===== src/rtl/chdma_pkg.sv =====
package chdma_pkg;
    localparam int WORD_W         = 32;
    localparam int BYTES_PER_WORD = WORD_W / 8;
    localparam int LANE_W         = $clog2(BYTES_PER_WORD);
    localparam int OWN_BIT        = 31;
    localparam int LAST_BIT       = 2;

    typedef enum logic [2:0] {
        PH_IDLE,
        PH_FETCH,
        PH_MEM_RD,
        PH_SEND,
        PH_RECV,
        PH_MEM_WR,
        PH_WBACK,
        PH_DONE
    } phase_t;
endpackage


===== src/rtl/chdma_len.sv =====
module chdma_len #(
    parameter int CNT_W          = 32,
    parameter int MAX_DESC_BYTES = 8192
) (
    input  logic [31:0]      size_field,
    input  logic [CNT_W-1:0] remaining,
    output logic [CNT_W-1:0] move_bytes
);
    localparam int XW = (CNT_W > 32) ? CNT_W : 32;
    localparam logic [31:0] MAX_W = 32'(MAX_DESC_BYTES);

    logic [31:0] eff;
    logic [XW-1:0] eff_x, rem_x, pick_x;

    always_comb begin
        eff    = ((size_field == 32'd0) || (size_field > MAX_W)) ? MAX_W : size_field;
        eff_x  = XW'(eff);
        rem_x  = XW'(remaining);
        pick_x = (eff_x < rem_x) ? eff_x : rem_x;
        move_bytes = pick_x[CNT_W-1:0];
    end
endmodule


===== src/rtl/chdma_lane.sv =====
module chdma_lane
    import chdma_pkg::*;
(
    input  logic [WORD_W-1:0] word_in,
    input  logic [LANE_W-1:0] lane,
    input  logic [7:0]        byte_in,
    output logic [7:0]        byte_out,
    output logic [WORD_W-1:0] word_out
);
    always_comb byte_out = word_in[8*lane +: 8];

    for (genvar g = 0; g < BYTES_PER_WORD; g++) begin : g_lane
        assign word_out[8*g +: 8] = (lane == LANE_W'(g)) ? byte_in : word_in[8*g +: 8];
    end
endmodule


===== src/rtl/chdma_engine.sv =====
module chdma_engine
    import chdma_pkg::*;
#(
    parameter int ADDR_W         = 32,
    parameter int CNT_W          = 32,
    parameter int MAX_DESC_BYTES = 8192
) (
    input  logic                      clk,
    input  logic                      rst_n,
    input  logic                      start,
    input  logic                      dma_enable,
    input  logic                      dir_write,
    input  logic                      card_ready,
    input  logic [CNT_W-1:0]          byte_count,
    input  logic [CNT_W-1:0]          block_size,
    input  logic [ADDR_W-1:0]         list_base,
    output logic                      mem_req,
    output logic                      mem_we,
    output logic [ADDR_W-1:0]         mem_addr,
    output logic [BYTES_PER_WORD-1:0] mem_be,
    output logic [WORD_W-1:0]         mem_wdata,
    input  logic                      mem_ack,
    input  logic [WORD_W-1:0]         mem_rdata,
    output logic                      tx_valid,
    output logic [7:0]                tx_data,
    input  logic                      tx_ready,
    input  logic                      rx_valid,
    input  logic [7:0]                rx_data,
    output logic                      rx_ready,
    output logic                      busy,
    output logic [CNT_W-1:0]          bytes_left,
    output logic                      evt_data_done,
    output logic                      evt_sdio,
    output logic                      evt_summary,
    output logic                      evt_tx_done,
    output logic                      evt_rx_done
);
    localparam logic [LANE_W-1:0] LAST_LANE = LANE_W'(BYTES_PER_WORD - 1);
    localparam logic [ADDR_W-1:0] WORD_STEP = ADDR_W'(BYTES_PER_WORD);

    typedef struct packed {
        phase_t                    ph;
        logic [1:0]                widx;
        logic [ADDR_W-1:0]         daddr;
        logic [WORD_W-1:0]         dstat;
        logic [WORD_W-1:0]         dsize;
        logic [ADDR_W-1:0]         dbuf;
        logic [ADDR_W-1:0]         dnext;
        logic [CNT_W-1:0]          left;
        logic [CNT_W-1:0]          move;
        logic [CNT_W-1:0]          pos;
        logic [ADDR_W-1:0]         woff;
        logic [WORD_W-1:0]         wbuf;
        logic [BYTES_PER_WORD-1:0] be;
        logic [LANE_W-1:0]         lane;
        logic                      wr;
    } eng_t;

    eng_t q, d;

    logic [CNT_W-1:0]  move_calc;
    logic [7:0]        lane_byte;
    logic [WORD_W-1:0] lane_word;
    logic [ADDR_W-1:0] buf_base;
    logic              go_ok;
    logic              in_wback;
    logic [CNT_W-1:0]  pos_inc;

    chdma_len #(
        .CNT_W         (CNT_W),
        .MAX_DESC_BYTES(MAX_DESC_BYTES)
    ) u_len (
        .size_field(q.dsize),
        .remaining (q.left),
        .move_bytes(move_calc)
    );

    chdma_lane u_lane (
        .word_in (q.wbuf),
        .lane    (q.lane),
        .byte_in (rx_data),
        .byte_out(lane_byte),
        .word_out(lane_word)
    );

    assign tx_data = lane_byte;

    always_comb begin
        d         = q;
        mem_req   = 1'b0;
        mem_we    = 1'b0;
        mem_addr  = '0;
        mem_be    = '1;
        tx_valid  = 1'b0;
        rx_ready  = 1'b0;
        in_wback  = 1'b0;
        buf_base  = {q.dbuf[ADDR_W-1:2], 2'b00};
        pos_inc   = q.pos + CNT_W'(1);
        go_ok     = dma_enable && (byte_count != '0) && (block_size != '0)
                    && (dir_write || card_ready);

        case (q.ph)
            PH_IDLE: begin
                if (start && go_ok) begin
                    d.ph    = PH_FETCH;
                    d.widx  = 2'd0;
                    d.daddr = list_base;
                    d.left  = byte_count;
                    d.wr    = dir_write;
                end
            end
            PH_FETCH: begin
                mem_req  = 1'b1;
                mem_addr = q.daddr + ADDR_W'({q.widx, 2'b00});
                if (mem_ack) begin
                    d.widx = q.widx + 2'd1;
                    case (q.widx)
                        2'd0: d.dstat = mem_rdata;
                        2'd1: d.dsize = mem_rdata;
                        2'd2: d.dbuf  = mem_rdata[ADDR_W-1:0];
                        default: begin
                            d.dnext = mem_rdata[ADDR_W-1:0];
                            d.move  = move_calc;
                            d.pos   = '0;
                            d.woff  = '0;
                            d.lane  = '0;
                            d.be    = '0;
                            d.wbuf  = '0;
                            d.ph    = q.wr ? PH_MEM_RD : PH_RECV;
                        end
                    endcase
                end
            end
            PH_MEM_RD: begin
                mem_req  = 1'b1;
                mem_addr = buf_base + q.woff;
                if (mem_ack) begin
                    d.wbuf = mem_rdata;
                    d.woff = q.woff + WORD_STEP;
                    d.lane = '0;
                    d.ph   = PH_SEND;
                end
            end
            PH_SEND: begin
                tx_valid = 1'b1;
                if (tx_ready) begin
                    d.pos  = pos_inc;
                    d.lane = q.lane + LANE_W'(1);
                    if (pos_inc == q.move)
                        d.ph = PH_WBACK;
                    else if (q.lane == LAST_LANE)
                        d.ph = PH_MEM_RD;
                end
            end
            PH_RECV: begin
                rx_ready = 1'b1;
                if (rx_valid) begin
                    d.wbuf       = lane_word;
                    d.be[q.lane] = 1'b1;
                    d.pos        = pos_inc;
                    d.lane       = q.lane + LANE_W'(1);
                    if ((pos_inc == q.move) || (q.lane == LAST_LANE))
                        d.ph = PH_MEM_WR;
                end
            end
            PH_MEM_WR: begin
                mem_req  = 1'b1;
                mem_we   = 1'b1;
                mem_addr = buf_base + q.woff;
                mem_be   = q.be;
                if (mem_ack) begin
                    d.woff = q.woff + WORD_STEP;
                    d.wbuf = '0;
                    d.be   = '0;
                    d.lane = '0;
                    d.ph   = (q.pos == q.move) ? PH_WBACK : PH_RECV;
                end
            end
            PH_WBACK: begin
                in_wback = 1'b1;
                mem_req  = 1'b1;
                mem_we   = 1'b1;
                mem_addr = q.daddr;
                if (mem_ack) begin
                    d.left = q.left - q.move;
                    if (q.dstat[LAST_BIT] || (q.left == q.move)) begin
                        d.ph = PH_DONE;
                    end else begin
                        d.ph    = PH_FETCH;
                        d.daddr = q.dnext;
                        d.widx  = 2'd0;
                    end
                end
            end
            PH_DONE: d.ph = PH_IDLE;
            default: d.ph = PH_IDLE;
        endcase

        mem_wdata = in_wback ? (q.dstat & ~(WORD_W'(1) << OWN_BIT)) : q.wbuf;
    end

    always_ff @(posedge clk) begin
        if (!rst_n) q <= '0;
        else        q <= d;
    end

    assign busy          = (q.ph != PH_IDLE);
    assign bytes_left    = q.left;
    assign evt_data_done = (q.ph == PH_DONE);
    assign evt_sdio      = (q.ph == PH_DONE);
    assign evt_summary   = (q.ph == PH_DONE);
    assign evt_tx_done   = (q.ph == PH_DONE) && q.wr;
    assign evt_rx_done   = (q.ph == PH_DONE) && !q.wr;
endmodule


===== config.mk =====
export PLATFORM = sky130hd
export DESIGN_NAME = chdma_engine
export DESIGN_NICKNAME = d
export VERILOG_FILES = /design/src/rtl/chdma_pkg.sv /design/src/rtl/chdma_len.sv /design/src/rtl/chdma_lane.sv /design/src/rtl/chdma_engine.sv
export SDC_FILE = /design/constraint.sdc
export NUM_CORES = 1
export LEC_CHECK = 0
export ABC_AREA = 1
export ABC_CLOCK_PERIOD_IN_PS = 4150
export BUFFER_PORTS_ARGS = -buffer_cell sky130_fd_sc_hd__buf_2
export CAP_MARGIN = 30
export CORE_MARGIN = 2
export CORE_UTILIZATION = 25
export CTS_BUF_LIST = sky130_fd_sc_hd__clkbuf_2
export DETAILED_ROUTE_END_ITERATION = 6
export PLACE_DENSITY_LB_ADDON = 0.25
export SLEW_MARGIN = 0
export SYNTH_ARGS = -nofsm -noshare
export SYNTH_HDL_FRONTEND = slang
export SYNTH_SLANG_ARGS = --single-unit
export TNS_END_PERCENT = 5

===== constraint.sdc =====
create_clock -name clk -period 4.15 [get_ports clk]
set_clock_uncertainty 0.1 [all_clocks]
set_input_delay 0 -clock clk [delete_from_list [all_inputs] [get_ports clk]]
set_output_delay 0 -clock clk [all_outputs]
set_load 0.02 [all_outputs]

==> impl_summary.md, run 1 <==
Status
The run finished, with violations left. The checks that failed: DRC, hold timing, slew limit, setup timing.

Timing
The pin slew with the least headroom to its limit is 3.36 ns. Static timing analysis puts the maximum clock frequency at 237 MHz. The number of max-slew violations in the final report was 16. The number of failing hold endpoints at the final stage is 1. Setup violations remaining at the end of the flow were counted as 1. In the post-route analysis, the smallest setup slack over all paths is -0.0743 ns. The share of the cycle needed by the critical path after routing is 1.02. Headroom to the max-slew limit came out at -1.25. Setup repair after global routing could not meet its margin everywhere. The final hold slack is -0.0563 ns. The time the final worst path needs with I/O delays and setup is 4.22 ns.

Floorplanning
The effective utilization at floorplan is 0.253. Measured along the x axis, the die boundary spans 296 um. The number of rows created at floorplan is 106. The floorplan step set the die height to 296 um.

The count of pins on the block boundary is 263. The total area inside the core boundary comes to 84000 um2. The die area is 87500 um2.

Synthesis
The proportion of synthesized chip area in sequential cells is 0.308. The yosys synthesis warning count is 0. Of all flip-flops after synthesis, the portion carrying an async set or reset was 0. The commonest register cell after synthesis is sky130_fd_sc_hd__dfxtp_1.

The synthesized instance count is 3290. After synthesis, the netlist uses 56 different library cells. The cell area that synthesis handed to floorplanning was 21300 um2. The mean instance size in the synthesized netlist is 6.47 um2. The number of synthesized register bits is 327. In this run, synthesis inferred 0 flip-flops with an integrated enable.

Clock network
The TritonCTS sink count is 327. CTS built an H-tree with a depth of 3. The cell chosen for the clock root is sky130_fd_sc_hd__clkbuf_2. The number of clock buffers added by TritonCTS is 93. The CTS tree is done. The CTS clock-pin slew for the worst setup and hold paths is 0.08 ns. At the later pin of the worst-skew pair, clock insertion delay measures 1.17 ns. The clock passes through at most 3 buffers.

Route
The routed via count is 24700. In the routed design, unresolved DRC markers number 2. In the final routed layout, each cell accounts on average for 18.6 um.

Dividing the detail-routed via count by the number of cells gives 4.87. The first-iteration detailed-routing DRC count is 1901. The detail route stage leaves a number of antenna-violating nets equal to 0.

The first-pass iteration count of the detailed router is 7. The final wirelength is 94100 um.

Flow run
The tool flagged a number of max-cap violations equal to 0.

Global route
The global-route usage over all layers is 0.210. The initial antenna violation count is 4. The remaining global-route overflow is 0. The first global-routing pass estimated 141000 um of wire. Entering global routing, the biggest net connects 83 pins.

The number of global-route vias before repair is 23800.

Power and ir drop
The leakage power total is 12.1 nW. In this run the power density over the cells is 390 nW/um2. Across the VDD grid, the largest voltage drop is 0.000325 V.

Layout
Once layout is complete, the utilization of the core stands at 0.334. The most common library cell in the layout ignoring fill and taps is sky130_fd_sc_hd__nand2_1. The net count of the finished layout is 4130. Relative to the synthesized area, the layout overhead comes to 31.6%.

In the final layout, the share of cells above drive strength 1 is 0.141. In the layout the commonest cells are sky130_fd_sc_hd__nand2_1, sky130_fd_sc_hd__inv_1, sky130_fd_sc_hd__a21oi_1, sky130_fd_sc_hd__dlygate4sd3_1, sky130_fd_sc_hd__dfxtp_1. The final cell area excluding filler cells is 28000 um2.

Worst setup path
The required time of the critical path is 5.08 ns. STA classifies the critical path endpoint as a flip-flop. Along the worst path, the maximum fanout reaches 20.

The critical path is of the primary input to flip-flop type. The data arrival time of the critical path is 5.15 ns. STA classifies the critical path startpoint as a primary input.

Placement
In this run the cell area measured after placement is 23700 um2. The number of buffer cells added on primary ports is 262. Summed over all nets, the half-perimeter wirelength after detailed placement is 69400 um.

The worst setup timing slack at the placement stage is 0.557 ns. The congestion estimate from routability-driven global placement came to 0.936.

Hold path
The worst min-delay path category is primary input to flip-flop.
## cells by family (layout without fill, tap and decap cells)
kind of cell / count (synthesis) / in the layout / share of synthesized area
AO/OA/AOI/OAI: 883 / 883 / 0.225
XOR/XNOR: 59 / 59 / 0.0243
adder cells (fa/ha/maj): 110 / 110 / 0.0657
buffers and inverters: 582 / 1208 / 0.109
flip-flops: 327 / 327 / 0.308
other: 1 / 21 / 0.000176
AND/OR/NAND/NOR: 1328 / 1328 / 0.267
## layer usage
metal	track usage	routed length [um]	vias to the layer above
met5	0	0	-
li1	-	-	12200
met3	0.0360	5780	184
met1	0.267	40700	11400
met4	0.0929	3910	0
met2	0.347	43700	878
## worst paths after layout
check | start | endpoint | slack, ns | cells past startpoint
worst max-delay path | dma_enable | bytes_left[24] | -0.07 | 16
worst max register to register | q[109] | q[299] | 0.07 | 13
worst min register to register | q[172] | q[300] | 0.34 | 2
worst min-delay path | block_size[6] | bytes_left[22] | -0.06 | 10
## sequential cells by signal, summed over array words and instances (netlist names)
signal and flops:
buf_base 30, bytes_left 32, q 265
## cell type report
class,count,area [um2]
inverter,406,1530
timing repair buffer,649,5100
antenna,3,7.51
clock buffer,135,676
clock inverter,18,114
multi-input combinational,2398,12600
fill,9266,55900
sequential,327,6550
tap,1134,1420
## worst max-delay path: stages
cell and delay, ns:
sky130_fd_sc_hd__dlygate4sd3_1 0.52, sky130_fd_sc_hd__buf_2 0.09, sky130_fd_sc_hd__dlygate4sd3_1 0.53, sky130_fd_sc_hd__nand2_1 0.04, sky130_fd_sc_hd__dlygate4sd3_1 0.55, sky130_fd_sc_hd__nor3_1 0.41, sky130_fd_sc_hd__dlygate4sd3_1 0.75, sky130_fd_sc_hd__nand3_1 0.15
sky130_fd_sc_hd__nand2_1 0.16, sky130_fd_sc_hd__buf_4 0.36, sky130_fd_sc_hd__o21ai_0 0.17, sky130_fd_sc_hd__dlygate4sd3_1 0.59, sky130_fd_sc_hd__a21oi_1 0.11, sky130_fd_sc_hd__o21ai_0 0.08, sky130_fd_sc_hd__dlygate4sd3_1 0.58, sky130_fd_sc_hd__inv_1 0.05
## cells in the mapped netlist, types with 6 or more instances
library cell / n / area share
sky130_fd_sc_hd__o211ai_1: 16 / 0.0056
sky130_fd_sc_hd__buf_4: 34 / 0.012
sky130_fd_sc_hd__a21o_1: 6 / 0.0021
sky130_fd_sc_hd__buf_1: 8 / 0.0014
sky130_fd_sc_hd__clkbuf_1: 130 / 0.023
sky130_fd_sc_hd__nor3_1: 49 / 0.012
sky130_fd_sc_hd__inv_2: 7 / 0.0012
sky130_fd_sc_hd__nand4_1: 37 / 0.011
sky130_fd_sc_hd__a211oi_1: 20 / 0.0071
sky130_fd_sc_hd__a21oi_1: 360 / 0.085
sky130_fd_sc_hd__o22ai_1: 16 / 0.0047
sky130_fd_sc_hd__xor2_1: 45 / 0.019
sky130_fd_sc_hd__nand2_1: 679 / 0.12
sky130_fd_sc_hd__a31oi_1: 95 / 0.028
sky130_fd_sc_hd__inv_1: 396 / 0.070
sky130_fd_sc_hd__a221oi_1: 11 / 0.0045
sky130_fd_sc_hd__nand3_1: 232 / 0.055
sky130_fd_sc_hd__or2_2: 29 / 0.0085
sky130_fd_sc_hd__o21ai_1: 9 / 0.0021
sky130_fd_sc_hd__o21ai_0: 321 / 0.076
sky130_fd_sc_hd__nor2_1: 245 / 0.043
sky130_fd_sc_hd__dfxtp_1: 327 / 0.31
sky130_fd_sc_hd__nor4_1: 28 / 0.0082
sky130_fd_sc_hd__xnor2_1: 14 / 0.0058
sky130_fd_sc_hd__ha_1: 107 / 0.063
## through the flow
step | setup TNS [ns] | hold WS, ns | cells | total power [mW]
floorplan | 0 | 0.0440 | 3307 | 6.56
global placement | 0 | 0.158 | 4571 | 8.13
detailed placement | 0 | 0.159 | 4571 | 8.12
CTS | -0.0712 | 0.00341 | 5059 | 10.9
global route | -1.40 | 0.0133 | 5069 | 11.7
finish | -0.0743 | -0.0563 | 5070 | 10.9
## power breakdown
part           switching, mW  total (mW)  internal (mW)
Clock                   1.51        2.43          0.929
Combinational           2.99        4.57           1.58
Sequential             0.396        3.94           3.54
Total                   4.89        10.9           6.04
## timing repair
item,CTS,global route
hold endpoints to repair,304,0
resized for setup,19,29
buffers inserted,6,8
pin swaps,10,12
cloned,0,1
hold buffers,329,0
setup endpoints to repair,13,52
(Power assumes the default switching activity.)
==> run 2, diff against run 1 <==
==> constraint.sdc (replaced) <==
create_clock -name clk -period 4.15 [get_ports clk]
set_clock_uncertainty 0.1 [all_clocks]
set_input_delay 0.2075 -clock clk [delete_from_list [all_inputs] [get_ports clk]]
set_output_delay 0.2075 -clock clk [all_outputs]
set_load 0.02 [all_outputs]
==> impl_summary.md, run 2 (synthesis gave the netlist of run 1 again) <==
Global route
The pin count of the biggest net entering global routing is 103. The global routing usage on met2 is 0.355. The initial antenna violation count is 2. For met3 alone, demand over resource in global routing was 0.0289. The number of global-route vias before repair is 23400.

The remaining global-route overflow is 0. The wire length of the first global-routing pass is 140000 um. For this run, the total global-route usage over all layers was measured as 0.208.

For met1 alone, demand over resource in global routing was 0.271. After global routing, the most crowded layer is met2.

Clock network
The cell chosen for the clock root is sky130_fd_sc_hd__clkbuf_2. In this run, CTS created clock tree buffers numbering 97. The CTS clock-pin slew for the worst setup and hold paths is 0.10 ns. The buffer levels on the longest clock path is 3.

The H-tree was split into 3 levels. CTS saw 327 sinks. TritonCTS built the clock tree. The later pin in the worst-skew pair is clocked with a latency of 1.17 ns.

Timing
The number of max-slew violations in the final report is 16. The number of setup violations in the final report is 3. The pin slew with the least headroom to its limit is 3.61 ns.

The setup TNS is -0.137 ns. The number of failing hold endpoints at the final stage came to 0. The share of the cycle needed by the critical path after routing is 1.02. The time the final worst path needs with I/O delays and setup is 4.22 ns. Derived from the worst setup path, the maximum achievable clock frequency is 237 MHz. Headroom to the max-slew limit came out at -1.41. After layout, the worst setup slack is -0.0678 ns. Setup repair after global routing could not meet its margin everywhere.

Power and ir drop
For this design the ratio of total power to cell area is 398 nW/um2. The switching power total is 4.96 mW. The sum of internal, switching and leakage power is 11.0 mW. VDD sags by at most 0.000363 V. The leakage power total is 11.9 nW.

The fraction of power consumed by combinational cells is 0.407. Of the total power, the share spent switching nets is 0.453. The proportion of power drawn by the clock network is 0.233. The design internal power is 6.00 mW. The share of total power dissipated in sequential elements is 0.360.

Floorplanning
The horizontal die dimension is 296 um. The die covers 87500 um2. Row generation in the floorplan step produced 106 rows.

263 I/O pins were placed. The effective utilization at floorplan is 0.253. The floorplan step set the die height to 296 um. The core area is 84000 um2.

Placement
The placer's final routability congestion estimate is 0.963. The worst setup timing slack at the placement stage is 0.532 ns. Summed over all nets, the half-perimeter wirelength after detailed placement is 68800 um. The number of buffer cells added on primary ports is 262.

Status
The final reports fail on slew limit, setup timing. The flow ran to the end, but the final reports show violations.

Layout
The ratio of cells with drive above 1 in the final layout is 0.148. The area growth from synthesis to layout is 29.6%. The register containing the most flip-flops in the final layout is q. The most common library cell in the layout ignoring fill and taps is sky130_fd_sc_hd__nand2_1. The flip-flop count of the largest register after layout is 265. The net count of the finished layout is 4077. Leaving out fill and tap cells, the most frequent cells in the layout are sky130_fd_sc_hd__nand2_1, sky130_fd_sc_hd__inv_1, sky130_fd_sc_hd__a21oi_1, sky130_fd_sc_hd__dfxtp_1, sky130_fd_sc_hd__o21ai_0. For this run, the share of the core covered by cells in the final layout is 0.329.

Worst setup path
The endpoint kind of the worst setup timing path is an output pin. The required time of the critical path is 3.84 ns. The worst setup path is of the flip-flop to output pin kind.

In this run the number of cells on the critical path is 14. The gate family responsible for the most delay along the worst path is simple AND/OR/NAND/NOR gates. The largest single stage delay on the critical path is 0.39 ns. The data arrival time of the critical path is 3.91 ns. Along the worst path, the maximum fanout reaches 3. The worst setup path is launched from a flip-flop. The worst path buffer plus inverter count is 2. The worst register-to-register path has a depth of 15. The cell repeated most along the worst path is sky130_fd_sc_hd__nand4_1. The cell with the largest stage delay on the worst path is sky130_fd_sc_hd__dfxtp_4. Traced cell by cell, the critical path runs through ha_4 > fa_2 > nand4_1 > nor2_2 > nand4_1 > nor2_4 > buf_4 > nand4_1 > nor2_1 > nand4_1 > o31ai_1 > nand3_1 > a31oi_2 > buf_4.

Route
The ratio of routed vias to standard cells is 4.86. The DRC violation count after routing is 0. The routed layout has 24400 vias. In the final routed layout, each cell accounts on average for 18.6 um.

The first-iteration detailed-routing DRC count is 1922. In this run the remaining antenna-violating nets after routing total 0. The routed design has 93500 um of wire. The first-pass iteration count of the detailed router is 6.

Flow run
The max capacitance violation total is 0.

Hold path
The worst min-delay path category is primary input to flip-flop. The worst hold path was traced through 10 stages.
-- run 2: cell count changes in the layout (fill, tap and decap cells not counted), moves of 3 or more --
cell,before,now
sky130_fd_sc_hd__a31oi_2,0,3
sky130_fd_sc_hd__clkbuf_2,135,146
sky130_fd_sc_hd__o21ai_0,314,311
sky130_fd_sc_hd__dfxtp_2,2,6
sky130_fd_sc_hd__dfxtp_1,324,318
sky130_fd_sc_hd__dlygate4sd3_1,327,278
sky130_fd_sc_hd__a21oi_1,358,354
sky130_fd_sc_hd__a31oi_1,95,92
sky130_fd_sc_hd__buf_4,59,53
sky130_fd_sc_hd__clkinv_1,13,17
sky130_fd_sc_hd__a21oi_2,1,6
-- run 2: what timing repair did --
action	in CTS	in global routing
setup buffers	8	1
pin swaps	11	8
hold buffers	278	0
resized for setup	38	38
setup endpoints to repair	39	35
hold endpoints to repair	306	0
-- run 2: worst paths after layout --
kind            startpoint              to  slack, ns
max                 q[327]    mem_addr[30]      -0.07
min          block_size[6]  bytes_left[30]        0.1
max reg2reg         q[125]          q[299]       0.23
min reg2reg         q[267]          q[267]       0.35
-- run 2: per-stage QoR --
stage / instance area (um2) / std cells / hold WS [ns]
finish: 27600 / 5029 / 0.0979
global route: 27600 / 5027 / 0.124
CTS: 27500 / 5025 / 0.00338
detailed placement: 23700 / 4570 / 0.339
global placement: 23600 / 4569 / 0.334
floorplan: 21300 / 3307 / 0.251
-- run 2: worst min-delay path: stages --
cell                      delay (ns)
sky130_fd_sc_hd__buf_2          0.08
sky130_fd_sc_hd__nor4_1         0.03
sky130_fd_sc_hd__nand4_1        0.05
sky130_fd_sc_hd__or2_2          0.16
sky130_fd_sc_hd__nand3_1        0.13
sky130_fd_sc_hd__nand2_1        0.13
sky130_fd_sc_hd__inv_2          0.07
sky130_fd_sc_hd__buf_12         0.19
sky130_fd_sc_hd__nand2_1        0.08
sky130_fd_sc_hd__a21oi_1        0.06
-- run 2: power by group through the flow --
| stage | combinational (mW) | sequential, mW | clock, mW |
|---|---|---|---|
| after floorplan | 2.75 | 3.81 | 0 |
| after global placement | 4.11 | 4.00 | 0 |
| after detailed placement | 4.11 | 4.00 | 0 |
| after CTS | 4.42 | 3.93 | 2.63 |
| after global routing | 4.94 | 3.99 | 2.79 |
| final | 4.47 | 3.95 | 2.55 |
-- run 2: area by class of cell --
type                    instances  area [um2]
fillers                      9338       56400
repair buffers                592        4550
multi-input cells            2398       12700
flip-flops and latches        327        6570
clock inverters                23         113
clock buffers                 146         731
diodes                          3        7.51
well taps                    1134        1420
inverters                     406        1530
-- run 2: per-layer routing --
layer  part of all wire  up-vias
met5            0.00014        -
met4              0.026        2
met3              0.055      136
met2               0.48      817
met1               0.44    11400
li1                   -    12100
